File: config.mk
export PLATFORM = sky130hd
export DESIGN_NAME = dma_xfer_count
export DESIGN_NICKNAME = d
export VERILOG_FILES = /design/src/rtl/dtc_pkg.sv /design/src/rtl/dtc_start_regs.sv /design/src/rtl/dtc_count_core.sv /design/src/rtl/dtc_read_mux.sv /design/src/rtl/dma_xfer_count.sv
export SDC_FILE = /design/constraint.sdc
export NUM_CORES = 1
export LEC_CHECK = 0
export BUFFER_PORTS_ARGS = -buffer_cell sky130_fd_sc_hd__buf_2
export CAP_MARGIN = 15
export CORE_MARGIN = 4
export CORE_UTILIZATION = 54
export CTS_CLUSTER_DIAMETER = 80
export DETAILED_ROUTE_END_ITERATION = 6
export MAX_ROUTING_LAYER = met4
export PLACE_DENSITY = 0.77
export SYNTH_ARGS = -nofsm -noshare
export SYNTH_HDL_FRONTEND = slang
export SYNTH_SLANG_ARGS = --single-unit
File: constraint.sdc
create_clock -name clk -period 2.93 [get_ports clk]
set_input_delay 0.293 -clock clk [delete_from_list [all_inputs] [get_ports clk]]
set_output_delay 0.293 -clock clk [all_outputs]
set_load 0.01 [all_outputs]
File: src/rtl/dtc_pkg.sv
// Package: shared types for the DMA transfer byte counter.
// Assumes: a single clock domain; the update kinds are mutually exclusive per cycle.
package dtc_pkg;

    // Which update the running count takes in a given cycle.
    typedef enum logic [1:0] {
        UPD_NONE = 2'd0,
        UPD_LOAD = 2'd1,
        UPD_DEC  = 2'd2
    } tc_upd_e;

    localparam int BYTE_W = 8;

endpackage

File: src/rtl/dtc_start_regs.sv
// Module: dtc_start_regs
// Holds the host-programmed start count as byte lanes and the marker that
// records the first write to the most significant lane.
// Assumes: the address picks a lane directly; addresses at or above
// CNT_BYTES hit nothing.
module dtc_start_regs #(
    parameter int CNT_BYTES = 3,
    parameter int CNT_W     = 8 * CNT_BYTES,
    parameter int ADDR_W    = 2
) (
    input  logic              clk,
    input  logic              rst_n,
    input  logic              wr_en,
    input  logic [ADDR_W-1:0] wr_addr,
    input  logic [7:0]        wr_data,
    output logic [CNT_W-1:0]  start_cnt,
    output logic              hi_written,
    output logic              count_wr
);
    localparam logic [ADDR_W-1:0] HI_ADDR = ADDR_W'(CNT_BYTES - 1);

    // Decode a write that targets any count lane.
    assign count_wr = wr_en && (wr_addr < ADDR_W'(CNT_BYTES));

    for (genvar b = 0; b < CNT_BYTES; b++) begin : g_lane
        logic [7:0] lane_q;
        // Capture host data into this lane of the start count.
        always_ff @(posedge clk) begin
            if (!rst_n)
                lane_q <= '0;
            else if (wr_en && wr_addr == ADDR_W'(b))
                lane_q <= wr_data;
        end
        assign start_cnt[b*8 +: 8] = lane_q;
    end

    // Remember that the top lane has been written since reset.
    always_ff @(posedge clk) begin
        if (!rst_n)
            hi_written <= 1'b0;
        else if (wr_en && wr_addr == HI_ADDR)
            hi_written <= 1'b1;
    end

    // the marker never falls back without a reset.
    p_marker_sticky_r9: assert property (@(posedge clk) disable iff (!rst_n)
        hi_written |=> hi_written);

    // a lane changes only on a write addressed to it.
    p_lane_hold_r3: assert property (@(posedge clk) disable iff (!rst_n)
        !wr_en |=> $stable(start_cnt));

endmodule

File: src/rtl/dtc_count_core.sv
// Module: dtc_count_core
// Running transfer count with reload, saturating decrement and the sticky
// nonzero-to-zero status flag.
// Assumes: load_req has priority over dec_req; a flag set event has priority
// over a clear in the same cycle.
module dtc_count_core
    import dtc_pkg::*;
#(
    parameter int CNT_W  = 24,
    parameter int STEP_W = 5
) (
    input  logic              clk,
    input  logic              rst_n,
    input  logic              load_req,
    input  logic              dec_req,
    input  logic [STEP_W-1:0] dec_amt,
    input  logic [CNT_W-1:0]  start_cnt,
    input  logic              status_clr,
    output logic [CNT_W-1:0]  cur_cnt,
    output logic              zero_flag
);
    localparam logic [CNT_W-1:0] ZERO_RELOAD = CNT_W'(32'h0001_0000);

    tc_upd_e          upd;
    logic [CNT_W-1:0] load_val;
    logic [CNT_W-1:0] amt_ext;
    logic [CNT_W-1:0] dec_val;
    logic [CNT_W-1:0] cnt_next;
    logic             hit_zero;

    // Pick the single update that applies this cycle.
    always_comb begin
        if (load_req)     upd = UPD_LOAD;
        else if (dec_req) upd = UPD_DEC;
        else              upd = UPD_NONE;
    end

    // Form the reload value and the saturated decrement result.
    always_comb begin
        load_val = (start_cnt == '0) ? ZERO_RELOAD : start_cnt;
        amt_ext  = CNT_W'(dec_amt);
        dec_val  = (cur_cnt > amt_ext) ? (cur_cnt - amt_ext) : '0;
    end

    // Select the next count and detect a nonzero-to-zero change.
    always_comb begin
        case (upd)
            UPD_LOAD: cnt_next = load_val;
            UPD_DEC:  cnt_next = dec_val;
            default:  cnt_next = cur_cnt;
        endcase
        hit_zero = (cur_cnt != '0) && (cnt_next == '0);
    end

    // Register the running count.
    always_ff @(posedge clk) begin
        if (!rst_n) cur_cnt <= '0;
        else        cur_cnt <= cnt_next;
    end

    // Register the status flag: a set event wins over a host clear.
    always_ff @(posedge clk) begin
        if (!rst_n)          zero_flag <= 1'b0;
        else if (hit_zero)   zero_flag <= 1'b1;
        else if (status_clr) zero_flag <= 1'b0;
    end

    // a load puts the start value, or the zero reload, into the count.
    p_load_value_r4: assert property (@(posedge clk) disable iff (!rst_n)
        load_req |=> cur_cnt == (($past(start_cnt) == '0) ? ZERO_RELOAD : $past(start_cnt)));

    // a decrement never makes the count grow.
    p_dec_sat_r6: assert property (@(posedge clk) disable iff (!rst_n)
        (dec_req && !load_req) |=> cur_cnt <= $past(cur_cnt));

    // the flag rises only after a nonzero count became zero.
    p_flag_rise_r7: assert property (@(posedge clk) disable iff (!rst_n)
        $rose(zero_flag) |-> (cur_cnt == '0) && ($past(cur_cnt) != '0));

    // a clear with no decrement leaves the flag low.
    p_flag_clear_r8: assert property (@(posedge clk) disable iff (!rst_n)
        (status_clr && (load_req || !dec_req)) |=> !zero_flag);

    // with no update requested, the count holds.
    p_count_hold_r3: assert property (@(posedge clk) disable iff (!rst_n)
        (!load_req && !dec_req) |=> $stable(cur_cnt));

endmodule

File: src/rtl/dtc_read_mux.sv
// Module: dtc_read_mux
// Byte read selection of the running count, with the identification byte
// shown at the top address until that address has been written.
// Assumes: unmapped addresses read zero.
module dtc_read_mux #(
    parameter int         CNT_BYTES = 3,
    parameter int         CNT_W     = 8 * CNT_BYTES,
    parameter int         ADDR_W    = 2,
    parameter logic [7:0] CHIP_ID   = 8'hA2
) (
    input  logic [ADDR_W-1:0] rd_addr,
    input  logic [CNT_W-1:0]  cur_cnt,
    input  logic              hi_written,
    output logic [7:0]        rd_data
);
    localparam logic [ADDR_W-1:0] HI_ADDR = ADDR_W'(CNT_BYTES - 1);

    // Steer the addressed byte, overriding the top byte with the ID.
    always_comb begin
        rd_data = '0;
        for (int i = 0; i < CNT_BYTES; i++) begin
            if (rd_addr == ADDR_W'(i))
                rd_data = cur_cnt[i*8 +: 8];
        end
        if (rd_addr == HI_ADDR && !hi_written)
            rd_data = CHIP_ID;
    end

endmodule

File: src/rtl/dma_xfer_count.sv
// Module: dma_xfer_count
// Top of the DMA transfer byte counter: start-count registers, running count
// and read selection.
// Assumes: cmd_issue and dec_valid are single-cycle strobes in the clk domain.
module dma_xfer_count #(
    parameter int         CNT_BYTES = 3,
    parameter int         STEP_W    = 5,
    parameter logic [7:0] CHIP_ID   = 8'hA2
) (
    input  logic              clk,
    input  logic              rst_n,
    input  logic              reg_wr,
    input  logic [1:0]        reg_addr,
    input  logic [7:0]        reg_wdata,
    output logic [7:0]        reg_rdata,
    input  logic              cmd_issue,
    input  logic              cmd_dma,
    input  logic              dec_valid,
    input  logic [STEP_W-1:0] dec_amount,
    output logic              count_zero,
    output logic              tc_flag
);
    localparam int CNT_W  = 8 * CNT_BYTES;
    localparam int ADDR_W = 2;

    logic [CNT_W-1:0] start_cnt;
    logic [CNT_W-1:0] cur_cnt;
    logic             hi_written;
    logic             count_wr;
    logic             load_req;

    // A command reloads the count only when its DMA bit is set.
    assign load_req = cmd_issue && cmd_dma;

    dtc_start_regs #(
        .CNT_BYTES (CNT_BYTES),
        .CNT_W     (CNT_W),
        .ADDR_W    (ADDR_W)
    ) u_start (
        .clk        (clk),
        .rst_n      (rst_n),
        .wr_en      (reg_wr),
        .wr_addr    (reg_addr),
        .wr_data    (reg_wdata),
        .start_cnt  (start_cnt),
        .hi_written (hi_written),
        .count_wr   (count_wr)
    );

    dtc_count_core #(
        .CNT_W  (CNT_W),
        .STEP_W (STEP_W)
    ) u_core (
        .clk        (clk),
        .rst_n      (rst_n),
        .load_req   (load_req),
        .dec_req    (dec_valid),
        .dec_amt    (dec_amount),
        .start_cnt  (start_cnt),
        .status_clr (count_wr),
        .cur_cnt    (cur_cnt),
        .zero_flag  (tc_flag)
    );

    dtc_read_mux #(
        .CNT_BYTES (CNT_BYTES),
        .CNT_W     (CNT_W),
        .ADDR_W    (ADDR_W),
        .CHIP_ID   (CHIP_ID)
    ) u_rmux (
        .rd_addr    (reg_addr),
        .cur_cnt    (cur_cnt),
        .hi_written (hi_written),
        .rd_data    (reg_rdata)
    );

    // Expose the zero state to the DMA engine.
    assign count_zero = (cur_cnt == '0);

    // a load in the same cycle as a decrement takes the start value.
    p_load_wins_r11: assert property (@(posedge clk) disable iff (!rst_n)
        (load_req && dec_valid && start_cnt != '0) |=> cur_cnt == $past(start_cnt));

    // a zero-reaching decrement beats a same-cycle register clear.
    p_set_wins_r12: assert property (@(posedge clk) disable iff (!rst_n)
        (count_wr && dec_valid && !load_req && cur_cnt != '0 &&
         cur_cnt <= CNT_W'(dec_amount)) |=> tc_flag);

endmodule

; Yosys cells after proc, flatten, opt, wreduce, memory -nomap -nowiden
; Index checks and enable logic that the tools add are counted.
[op_classes]
add_sub_neg = 1
order_cmp = 2
n_eq_ne = 4
n_mux = 11
reduce_logical = 14
[op_table]
columns = op, n
row1 = zero test 24 bit, 3
row2 = 2-to-1 mux 24 bit, 2
row3 = case mux 24 bit (2 select lines), 1
row4 = 2-to-1 mux 8 bit, 4
row5 = greater-than comparator 24 x 5 -> 1 bit, 1
row6 = nonzero test 24 bit, 1
row7 = subtractor 24 x 5 -> 24 bit, 1
row8 = logical AND 1 bit, 7
row9 = == test 2 x 1 -> 1 bit (second input constant), 2
row10 = == test 2 bit (second input constant), 2
row11 = 2-to-1 mux 2 bit, 2
row12 = zero test 2 bit, 1
row13 = less-than comparator 2 bit (second input constant), 1
row14 = 2-to-1 mux 1 bit, 2
row15 = nonzero test 2 bit, 1
row16 = zero test 1 bit, 1
[totals]
register_bits = 50
inputBits = 21
out_inout_bits = 10
wordCells = 38

; Logic depth before layout (Yosys ltp)
; Gate-level depths: netlist of run 1.
[logic_depth]
word_depth = 7
depth_mapped = 12

; Modules after synthesis
; From an unflattened synthesis of run 1, not the netlist that was laid out.
[hier_totals]
cells_unflattened = 389
area_unflattened_um2 = 3140.5
[by_module_without_submodules]
columns = mod, n_inst, cells_each, area_each_um2, seq_area_each_um2
row1 = dtc_count_core, 1, 255, 1916.8, 500.5
row2 = dtc_start_regs, 1, 93, 940.9, 500.5
row3 = dtc_read_mux, 1, 31, 219.0, 0.0
row4 = dma_xfer_count, 1, 10, 63.8, 0.0

; Worst setup path before layout of run 1
; No wires, ideal clock.
[synth_timing]
path_type = register to register
from = reg u_core.cur_cnt[14]
to = reg u_core.zero_flag
setup_ns = 0.084
t_arrival_ns = 2.912
setup_slack_ns = -0.066
stages_incl_launch_ff = 12
period_less_slack_ns = 2.996
cell_sequence = dfxtp_1 -> buf_6 -> or3_1 -> buf_2 -> or4_4 -> or4_4 -> o211ai_4 -> buf_6 -> o22ai_1 -> a221oi_2 -> nand4_1 -> o31ai_2
[synth_via]
elab_chain_len = 6
[synth_rtl]
columns = element, line
row1 = "start, declared", dtc_count_core.sv:19  ; output logic [CNT_W-1:0] cur_cnt,
row2 = "start signal, assigned", dtc_count_core.sv:58  ; else cur_cnt <= cnt_next;
row3 = subtractor 24 x 5 -> 24 bit / greater-than comparator 24 x 5 -> 1 bit (equally long branches), dtc_count_core.sv:42  ; dec_val = (cur_cnt > amt_ext) ? (cur_cnt - amt_ext) : '0;
row4 = 2-to-1 mux 24 bit, dtc_count_core.sv:42
row5 = case mux 24 bit (2 select lines), dtc_count_core.sv:47  ; case (upd)
row6 = zero test 24 bit, dtc_count_core.sv:52  ; hit_zero = (cur_cnt != '0) && (cnt_next == '0);
row7 = logical AND 1 bit *, dtc_count_core.sv:52
row8 = 2-to-1 mux 1 bit / nonzero test 2 bit (equally long branches), -
row9 = "end signal, assigned", dtc_count_core.sv:63  ; if (!rst_n) zero_flag <= 1'b0;
row10 = "end signal, assigned", dtc_count_core.sv:64  ; else if (hit_zero) zero_flag <= 1'b1;
row11 = "end signal, assigned", dtc_count_core.sv:65  ; else if (status_clr) zero_flag <= 1'b0;
row12 = "end, declared", dtc_count_core.sv:20  ; output logic zero_flag
; Every way passes the cells marked *; elsewhere a longest branch is shown, timed or not.
; A chain may end at the register's enable or synchronous reset.

; Worst setup path in the final report of run 1
; Ends and elaborated chain as after synthesis.

==> results of run 1 <==
timing repair:
action | 4_1_cts | 5_1_grt
endpoints found under the hold margin | 0 | 0
pin swaps | 2 | 4
endpoints found under the setup margin | 5 | 11
buffers inserted | 1 | 3
gates resized for setup | 13 | 15
metrics by stage:
step / setup TNS [ns] / cell area, um2 / util [%] / hold slack (ns) / power (uW)
floorplan: -0.00946 / 3110 / - / 0.415 / 1630
global placement: -0.229 / 3790 / 68.3 / 0.457 / 2330
detailed placement: -0.230 / 3790 / 68.3 / 0.472 / 2320
CTS: -0.0862 / 3950 / 71.2 / 0.248 / 2800
global route: -0.324 / 4010 / 72.4 / 0.256 / 3060
finish: -0.128 / 4010 / 72.4 / 0.248 / 2930
path summary, 6_finish.rpt:
check | startpoint | end | slack [ns] | depth (start not counted)
worst max-delay path | u_core.cur_cnt[14]$_SDFF_PN0_ | u_core.zero_flag$_SDFFE_PN0P_ | -0.1 | 9
worst min-delay path | reg_wdata[1] | u_start.g_lane[2].lane_q[1]$_SDFFE_PN0P_ | 0.25 | 3
worst max register to register | u_core.cur_cnt[14]$_SDFF_PN0_ | u_core.zero_flag$_SDFFE_PN0P_ | -0.1 | 9
worst min register to register | u_start.g_lane[1].lane_q[2]$_SDFFE_PN0P_ | u_start.g_lane[1].lane_q[2]$_SDFFE_PN0P_ | 0.48 | 2
report_power, final:
group          switching (uW)  leakage [uW]  total, uW  internal, uW
Clock                     248     0.0000450        418           170
Combinational             862       0.00132       1690           827
Sequential               66.2      0.000409        821           755
Total                    1180       0.00178       2930          1750
layer usage:
| metal | routed length (um) | GRT usage, % | vias up |
|---|---|---|---|
| met1 | 4730 | 41.9 | 1639 |
| met2 | 5110 | 51.0 | 256 |
| li1 | - | - | 1660 |
| met4 | 390 | 10.7 | 0 |
| met5 | 0 | - | - |
| met3 | 1100 | 6.71 | 41 |
state kept, by name, indices dropped and copies added (netlist names):
name,count
u_core.cur_cnt,24
u_core.zero_flag,1
u_start.g_lane.lane_q,24
u_start.hi_written,1
layout make-up:
type / instances / area share (%)
antenna: 1 / 0.0624
inverter: 13 / 1.22
clock inverter: 2 / 0.437
timing repair buffer: 109 / 18.5
sequential: 50 / 25.1
tap: 72 / 2.25
multi-input combinational: 314 / 50.7
clock buffer: 5 / 1.72
worst min-delay path, delay by kind of cell:
family / cells / cell delay [ns]
buf+inv: 1 / 0.10
mux: 1 / 0.06
simple gates: 1 / 0.07
Yosys cell counts, drive strengths merged (9+ instances only):
cell type | instances | area [um2]
a31oi | 9 | 56.3
a21oi | 29 | 145
mux2i | 18 | 180
o21ai | 19 | 95.1
inv | 12 | 45.0
nor3 | 11 | 55.1
nor4 | 9 | 56.3
dfxtp | 50 | 1000
nand3 | 18 | 90.1
nor2 | 58 | 218
clkbuf | 17 | 71.3
nand2 | 30 | 113
kinds of logic (layout without fill, tap and decap cells):
group           after synthesis  count (layout)  share of synthesized area, %
simple gates                184             184                          30.3
compound gates               99              99                          21.1
fa+ha+maj                     6               6                          2.65
other cells                   0               1                             0
buf+inv                      38             129                          5.99
xor+xnor                      7               7                          1.97
flops                        50              50                          32.2
mux                          18              18                          5.79
placed cells by master, fill, tap and decap left out, types with 4 or more instances in the layout:
master and n:
or4_4 4, and3_1 8, and2_1 8, nand3b_1 8, o22ai_1 7, nor2b_1 6
inv_1 12, o21a_1 5, buf_2 30, o21ai_0 17, buf_4 79, nor4_1 6
a31oi_1 9, nor2_1 57, clkbuf_8 5, dfxtp_1 47, a21oi_1 27, mux2i_1 18
xor2_1 5, nor3_1 10, nand4_1 5, nand3_1 17, ha_1 5, nand2_1 30
==> reports/metrics.csv, run 1 <==
stage,metric,value,unit
die,fp.dieH,83.9,um
logic_synthesis,synth_top_flop_cell,dfxtp_1,
final_layout,final_cells,566,
timing,hold_violations,0,
die,start_util,56.2,%
final_layout,multi_input_area,0.00203,mm2
final_layout,fill_cells,441,
routing,drtAntennaViolNets,0,
routing,route.detailed.drc,0,
worst_setup_path,cp_top_family,simple AND/OR/NAND/NOR gates,
worst_setup_path,worstPathCellList,or3_4 > or4_4 > or4_4 > o211ai_4 > buf_4 > o22ai_1 > nor4_2 > nand4_1 > o31ai_2,
worst_setup_path,crit_type,reg2reg,
final_layout,seq_area,0.00100,mm2
worst_setup_path,cp_num_buf_inv,1,
global_route,grt_max_degree,25,
place,dp_slack,-0.199,ns
logic_synthesis,ys_seq_area_share,32.2,%
logic_synthesis,synth_fp_nets,429,
worst_setup_path,cpMaxStageDelayCell,or4_4,
die,num_rows,27,
timing,tightest_slew,0.603,ns
global_route,globalRouteOverflowTotal,0,
min_path,worstHoldPathType,in2reg,
clocking,cts.clk_slew.worst_paths,0.10,ns
logic_synthesis,synth_cell_type_count,60,
global_route,grt_antenna_before_repair,1,
logic_synthesis,synth_area_per_cell,7.74,um2
worst_setup_path,max_stage_delay,0.53,ns
pwr,vdd_ir_drop_max,0.450,mV
worst_setup_path,cp_data_required_time,3.16,ns
place,gp_congestion,1.07,
clocking,cts.sinks,50,
routing,vias,3596,
timing,skew,0.00686,ns
pwr,power_leakage,0.00178,uW
logic_synthesis,postSynthCellCount,402,
timing,timing.slew.headroom,59.7,%
final_layout,syn_to_final_growth,28.8,%
logic_synthesis,yosysWarnings,0,
global_route,track_usage,32.5,%
die,core,0.00554,mm2
logic_synthesis,synthArstFlopShare,0,%
clocking,clk_latency,0.31,ns
status,outcome,finished with violations,
clocking,cts-root-buf,clkbuf_8,
worst_setup_path,path_max_fanout,6,
global_route,grt_pass1_wl,17800,um
worst_setup_path,critPathCaptureType,register,
timing,grt_setup_unrepaired,true,
timing,finalWorstSetupSlack,-0.0969,ns
place,numPortBuffers,30,
routing,viasPerCell,6.35,
place,place_hpwl,8760,um
worst_setup_path,cp.arrival,3.26,ns
status,violations,setup timing,
timing,setup_viol,2,
timing,drv_slew,0,
die,die_w,83.9,um
timing,period_minus_slack,3.03,ns
pwr,power.density,730,mW/mm2
routing,wire_per_inst,20.0,um
global_route,grt_pass1_vias,3370,
clocking,cts_buffer_depth,2,
timing,fmax,330,MHz
die,io_pins,31,
worst_setup_path,cpMostUsedCell,or4_4,
routing,initialDrtViolationCount,408,
routing,drt_pass1_iterations,6,
worst_setup_path,startpoint_type,register,
logic_synthesis,syn-cell-area,0.00311,mm2
final_layout,drive_gt1_share,30.4,%
routing,routed_wl,11300,um
clocking,cts_tree,yes,
logic_synthesis,synth_edf_count,0,
clocking,hold_buffers,0,
place,dp_cells,555,
run,drv_cap,0,
clocking,numCtsBuffers,5,
die,die_area,0.00704,mm2
timing,fin_crit_sh,103,%
final_layout,layout.nets,520,
clocking,htreeDepth,2,
logic_synthesis,ys_seq_elements,50,
No activity file was read; power rests on OpenSTA's default activity.
==> run 2, diff against run 1 <==
Settings changed: ABC_AREA set to 1, PLACE_DENSITY 0.77 to 0.76.
==> run 2 against run 1 <==
First-iteration DRC count rose by 0.98%; sequential cell count did not move; combinational power rose by 56%; critical endpoint unchanged; via count rose by 2.8%; largest cell class unchanged; the flow now finishes without violations.
==> reports/metrics.csv, run 2 <==
stage,metric,value,unit,change
logic_synthesis,synthArstFlopShare,0,%,unchanged
worst_setup_path,cp_data_required_time,3.10,ns,-0.06 ns
routing,drt_pass1_iterations,5,,-1
clocking,numCtsBuffers,5,,unchanged
routing,route.detailed.drc,0,,unchanged
timing,grt_setup_unrepaired,false,,
timing,skew,0.0119,ns,+0.00507 ns
logic_synthesis,synth_top_flop_cell,dfxtp_1,,
worst_setup_path,reg2reg_slack,0.36,ns,+0.46 ns
logic_synthesis,synth_xor_area_share,0,%,-2.0 points
final_layout,final_common_cell,nand2_1,,
final_layout,utilization,61.9,%,-10 points
timing,hold_violations,0,,unchanged
logic_synthesis,synth_top_area_share,29.2,%,-3.0 points
timing,timing.slew.headroom,46.1,%,-14 points
worst_setup_path,cp.arrival,2.74,ns,-0.52 ns
worst_setup_path,path_max_fanout,13,,+7
final_layout,largestRegisters,"u_core.cur_cnt x24, u_start.g_lane.lane_q x24",,
logic_synthesis,synth_edf_count,0,,unchanged
clocking,hold_buffers,0,,unchanged
logic_synthesis,synth_compound_area_share,17.8,%,-3.3 points
global_route,grt_max_degree,27,,+8.0%
min_path,worstHoldPathType,in2reg,,
logic_synthesis,ys_seq_area_share,29.2,%,-3.0 points
logic_synthesis,synth_fp_nets,595,,+39%
place,gp_congestion,0.967,,-9.7%
clocking,cts.repair.resized,0,,-13
place,place_hpwl,7970,um,-9.0%
timing,fin_crit_sh,87.6,%,-16 points
final_layout,syn_to_final_growth,8.83,%,
die,start_util,56.9,%,+0.73 points
place,numPortBuffers,30,,unchanged
routing,drtAntennaViolNets,0,,unchanged
worst_setup_path,crit_type,reg2reg,,
die,die_w,87.7,um,+4.5%
logic_synthesis,yosysWarnings,0,,unchanged
logic_synthesis,synth_top_family_by_area,simple AND/OR/NAND/NOR gates,,
logic_synthesis,synth_cell_type_count,30,,-50%
die,die_area,0.00769,mm2,+9.2%
routing,wire_per_inst,15.0,um,-25%
timing,tightest_slew,0.803,ns,+0.200 ns
logic_synthesis,yosys-top-cells-count,"nand2_1, inv_1, nor2_1",,
pwr,power_leakage,0.00183,uW,+3.1%
logic_synthesis,synthMuxAreaShare,0,%,-5.8 points
final_layout,layout_common_cells,"nand2_1, inv_1, nor2_1",,
timing,drv_slew,0,,unchanged
clocking,cts.sinks,50,,unchanged
die,core,0.00603,mm2,+8.8%
logic_synthesis,postSynthCellCount,568,,+41%
clocking,cts_buffer_depth,2,,unchanged
logic_synthesis,synth_area_per_cell,6.04,um2,-22%
clocking,clk_latency,0.31,ns,about the same
timing,setup_viol,0,,-2
run,drv_cap,0,,unchanged
logic_synthesis,synth-adder-area-share,2.41,%,-0.24 points
final_layout,layout.nets,621,,+19%
global_route,grt_pass1_vias,3442,,+2.1%
place,dp_cells,662,,+19%
worst_setup_path,startpoint_type,register,,
logic_synthesis,syn-cell-area,0.00343,mm2,+10%
clocking,cts-root-buf,clkbuf_8,,
clocking,postCtsSetupRepairBufs,0,,-1
final_layout,drive_gt1_share,11.8,%,-19 points
final_layout,final_cells,669,,+18%
timing,period_minus_slack,2.57,ns,-0.459 ns
clocking,htreeDepth,2,,unchanged
logic_synthesis,ys_seq_elements,50,,unchanged
routing,initialDrtViolationCount,412,,+0.98%
timing,tns,0,ns,+0.128 ns
global_route,globalRouteOverflowTotal,0,,unchanged
global_route,track_usage,28.6,%,-3.9 points
logic_synthesis,yosysMostFrequentCell,nand2_1,,
timing,fmax,389,MHz,+18%
status,outcome,"complete, no violations",,
die,fp.dieH,87.7,um,+4.5%
clocking,cts_tree,yes,,
clocking,cts.clk_slew.worst_paths,0.09,ns,about the same
global_route,grt_antenna_before_repair,0,,-1
final_layout,antennaDiodeCount,0,,-1
logic_synthesis,yosys-top-cells-area,"dfxtp_1, nand2_1, inv_1, nor2_1, a21oi_1",,
logic_synthesis,synthSimpleGateAreaFrac,37.6,%,+7.3 points
logic_synthesis,synth_top_area_cell,dfxtp_1,,
die,io_pins,31,,unchanged
global_route,grt_pass1_wl,16700,um,-6.0%
worst_setup_path,critPathCaptureType,register,,
routing,vias,3695,,+2.8%
die,num_rows,28,,+3.7%
pwr,vdd_ir_drop_max,0.585,mV,+30%
routing,viasPerCell,5.52,,-13%
routing,routed_wl,10000,um,-11%
pwr,power.density,1120,mW/mm2,+53%
==> run 2: cell types whose count changed after synthesis, sizes merged, moves of 9 or more <==
| cell | change |
|---|---|
| inv | +88 |
| nand2 | +88 |
| nor2 | +56 |
| nand3 | +22 |
| mux2i | -18 |
| a21oi | +15 |
| o22ai | +15 |
| o21ai | +14 |
| nor3 | -10 |
| a31oi | -9 |
==> run 2: cell type report <==
class / instances / area, um2
inverter: 102 / 383
tap: 75 / 93.8
timing repair buffer: 31 / 158
clock inverter: 1 / 30.0
multi-input combinational: 404 / 1980
fill: 607 / 2290
sequential: 50 / 1000
clock buffer: 6 / 82.6
==> run 2: worst max-delay path: stages (launching register included) <==
cell and delay, ns:
dfxtp_1 0.32, inv_1 0.09, ha_1 0.24, fa_1 0.36, inv_1 0.08, nand2_1 0.06, nand2_1 0.13, nand3_4 0.12
nand2_2 0.09, nand2_2 0.06, nand2_4 0.11, nand2_4 0.13, inv_1 0.17, nand3_1 0.12, nand2_1 0.08, nor2_1 0.04
nand2_1 0.07, nor2_1 0.04, nand2_1 0.07, a21oi_2 0.05
==> run 2: logic make-up after synthesis <==
logic type,count (synthesis)
adders and majority gates,6
and+or+nand+nor,288
AOI/OAI and AO/OA,110
DFF,50
buffers and inverters,114
==> run 2: final timing paths <==
path	depth (start not counted)	from	end
min	3	reg_wdata[7]	u_start.g_lane[0].lane_q[7]$_SDFFE_PN0P_
max	19	u_core.cur_cnt[0]$_SDFF_PN0_	u_core.zero_flag$_SDFFE_PN0P_
min reg2reg	2	u_start.g_lane[2].lane_q[0]$_SDFFE_PN0P_	u_start.g_lane[2].lane_q[0]$_SDFFE_PN0P_
max reg2reg	19	u_core.cur_cnt[0]$_SDFF_PN0_	u_core.zero_flag$_SDFFE_PN0P_
==> run 2: report_power, final <==
group	switching (uW)	internal, uW
logic	1780	868
clock network	233	274
registers	198	820
==> run 2: metrics by stage <==
stage                     total power (uW)  area [um2]  worst slack, ns  hold slack, ns
final                                 4170        3730            0.362           0.284
after global routing                  4560        3730           0.0844           0.285
after CTS                             4100        3730            0.386           0.290
after detailed placement              3600        3620            0.397           0.467
after global placement                3590        3620            0.484           0.461
after floorplan                       3010        3430            0.699           0.431
==> run 2: routing by layer <==
metal	part of all wire [%]	GRT usage, %	vias up
met2	43	43.2	178
met4	1.9	7.39	0
met3	8.0	3.10	21
met1	47	40.6	1625
li1	-	-	1871
met5	0	-	-
==> run 3, diff against run 2 <==
Settings changed: CORE_UTILIZATION 54 to 30, GPL_ROUTABILITY_DRIVEN set to 0, MAX_ROUTING_LAYER met4 to not set, PLACE_DENSITY 0.76 to not set.
==> run 3 against run 2 <==
Sequential share of layout area down 0.99 points; clock power rose by 33%; register-to-register slack worse by 0.03 ns; largest cell class unchanged.
==> reports/metrics.csv, run 3 (synthesis gave the netlist of run 2 again) <==
stage,metric,value,unit,change
final_layout,final_cells,736,,+10%
timing,hold_violations,0,,unchanged
pwr,pwr-share-seq,23.2,%,-1.2 points
worst_setup_path,reg2reg_slack,0.33,ns,-0.03 ns
global_route,globalRouteOverflowTotal,0,,unchanged
worst_setup_path,startpoint_type,register,,
final_layout,drive_gt1_share,12.1,%,+0.30 points
routing,routed_wl,10800,um,+7.7%
worst_setup_path,reg2regPathDepth,19,,unchanged
pwr,swShare,52.0,%,-0.93 points
clocking,cts.sinks,50,,unchanged
routing,drtAntennaViolNets,0,,unchanged
status,outcome,"complete, no violations",,
global_route,track_usage,16.5,%,-12 points
die,die_area,0.0132,mm2,+72%
clocking,cts_tree,yes,,
die,fp.dieH,115,um,+31%
worst_setup_path,critPathCaptureType,register,,
routing,drt_pass1_iterations,5,,unchanged
run,drv_cap,0,,unchanged
timing,hold_ws,0.316,ns,+0.0318 ns
global_route,grt_pass1_vias,3418,,-0.70%
global_route,grt_pass1_wl,17300,um,+3.7%
worst_setup_path,cp_data_required_time,3.09,ns,about the same
timing,drv_slew,0,,unchanged
final_layout,antennaDiodeCount,0,,unchanged
timing,grt_setup_unrepaired,false,,
die,core,0.0110,mm2,+83%
timing,tightest_slew,0.853,ns,+0.0502 ns
clocking,htreeDepth,2,,unchanged
clocking,numCtsBuffers,5,,unchanged
routing,wire_per_inst,14.7,um,-2.1%
clocking,clk_latency,0.29,ns,-0.02 ns
die,num_rows,38,,+36%
place,place_hpwl,8610,um,+8.1%
worst_setup_path,regToRegEndpoint,u_core.zero_flag$_SDFFE_PN0P_,,
final_layout,utilization,35.1,%,-27 points
pwr,vdd_ir_drop_max,0.335,mV,-43%
final_layout,syn_to_final_growth,13.0,%,
global_route,grt_antenna_before_repair,0,,unchanged
pwr,power_leakage,0.00186,uW,+1.2%
timing,tns,0,ns,unchanged
pwr,total_power,4360,uW,+4.7%
worst_setup_path,path_max_fanout,13,,unchanged
worst_setup_path,crit_type,reg2reg,,
timing,setup_viol,0,,unchanged
die,die_w,115,um,+31%
timing,fin_crit_sh,88.7,%,+1.1 points
clocking,cts.clk_slew.worst_paths,0.07,ns,-0.02 ns
timing,skew,0.00647,ns,-0.00546 ns
pwr,combinationalPowerShare,61.4,%,-2.0 points
place,numPortBuffers,30,,unchanged
worst_setup_path,r2r_start,u_core.cur_cnt[0]$_SDFF_PN0_,,
worst_setup_path,cp.arrival,2.76,ns,+0.02 ns
timing,timing.slew.headroom,42.8,%,-3.4 points
final_layout,layout.nets,622,,+0.16%
final_layout,fill_cells,1239,,+100%
worst_setup_path,crit_path_start,u_core.cur_cnt[0]$_SDFF_PN0_,,
pwr,power.switching,2270,uW,+2.9%
routing,initialDrtViolationCount,293,,-29%
place,dp_cells,728,,+10%
global_route,grt_max_degree,27,,unchanged
routing,route.detailed.drc,0,,unchanged
min_path,worstHoldPathType,in2reg,,
clocking,cts_buffer_depth,2,,unchanged
final_layout,largestRegisters,"u_core.cur_cnt x24, u_start.g_lane.lane_q x24",,
routing,vias,3740,,+1.2%
pwr,power.density,1130,mW/mm2,+0.86%
pwr,clock_power_share,15.4,%,+3.2 points
worst_setup_path,crit_path_end,u_core.zero_flag$_SDFFE_PN0P_,,
die,io_pins,31,,unchanged
clocking,cts-root-buf,clkbuf_16,,
timing,fmax,385,MHz,-1.2%
pwr,internal-power,2090,uW,+6.8%
clocking,hold_buffers,0,,unchanged
final_layout,layout_common_cells,"nand2_1, inv_1, nor2_1",,
final_layout,final_common_cell,nand2_1,,
timing,period_minus_slack,2.60,ns,+0.0313 ns
routing,viasPerCell,5.08,,-8.0%
die,start_util,31.1,%,-26 points
-- run 3: area by class of cell --
cell class	instances	area, um2	share of cell area [%]
Multi-Input combinational cell	404	1980	51.2
Sequential cell	50	1000	25.8
Inverter	102	383	9.88
Tap cell	140	175	4.52
Timing Repair Buffer	32	165	4.26
Clock buffer	6	129	3.33
Clock inverter	2	37.5	0.969
-- run 3: stage by stage --
stage	setup slack (ns)	cell area [um2]
5_1_grt	0.0434	3870
3_3_place_gp	0.354	3710
6_report	0.331	3870
4_1_cts	0.267	3870
2_1_floorplan	0.699	3430
3_5_place_dp	0.285	3710
-- run 3: per-layer routing --
metal | global-route usage [%] | routed length [um]
met5 | 0 | 0
met4 | 5.56 | 296
met3 | 1.68 | 605
met2 | 26.0 | 4870
met1 | 23.5 | 5050
-- run 3: how the worst min path moves through the flow --
stage / slack [ns] / cells after the start / endpoint / startpoint
3_5_place_dp: 0.48 / 2 / u_start.g_lane[2].lane_q[0]$_SDFFE_PN0P_ / u_start.g_lane[2].lane_q[0]$_SDFFE_PN0P_
5_1_grt: 0.35 / 3 / u_start.g_lane[1].lane_q[3]$_SDFFE_PN0P_ / reg_wdata[3]
6_report: 0.32 / 3 / u_start.g_lane[0].lane_q[7]$_SDFFE_PN0P_ / reg_wdata[7]
4_1_cts: 0.32 / 3 / u_start.g_lane[0].lane_q[7]$_SDFFE_PN0P_ / reg_wdata[7]
3_3_place_gp: 0.47 / 2 / u_start.g_lane[2].lane_q[0]$_SDFFE_PN0P_ / u_start.g_lane[2].lane_q[0]$_SDFFE_PN0P_
2_1_floorplan: 0.43 / 2 / u_start.g_lane[0].lane_q[0]$_SDFFE_PN0P_ / rst_n
-- run 3: worst max-delay path, cell delays in order, from the launching register on --
cell	delay, ns
dfxtp_1	0.31
inv_1	0.10
ha_1	0.25
fa_1	0.37
inv_1	0.08
nand2_1	0.06
nand2_1	0.13
nand3_4	0.12
nand2_2	0.09
nand2_2	0.06
nand2_4	0.11
nand2_4	0.15
inv_2	0.14
nand3_1	0.10
nand2_1	0.07
nor2_1	0.03
nand2_1	0.12
nor2_1	0.06
nand2_1	0.07
a21oi_2	0.05
-- run 3: power groups by stage --
stage / registers [uW] / clock network, uW / logic, uW
CTS: 1000 / 672 / 2650
detailed placement: 1020 / 0 / 2630
global route: 1030 / 700 / 3050
floorplan: 951 / 0 / 2060
finish: 1010 / 674 / 2680
global placement: 1020 / 0 / 2610
-- run 3: repair_timing --
item                       4_1_cts  5_1_grt
setup endpoints to repair        0        1
gates resized for setup          0        1
buffers inserted                 0        0
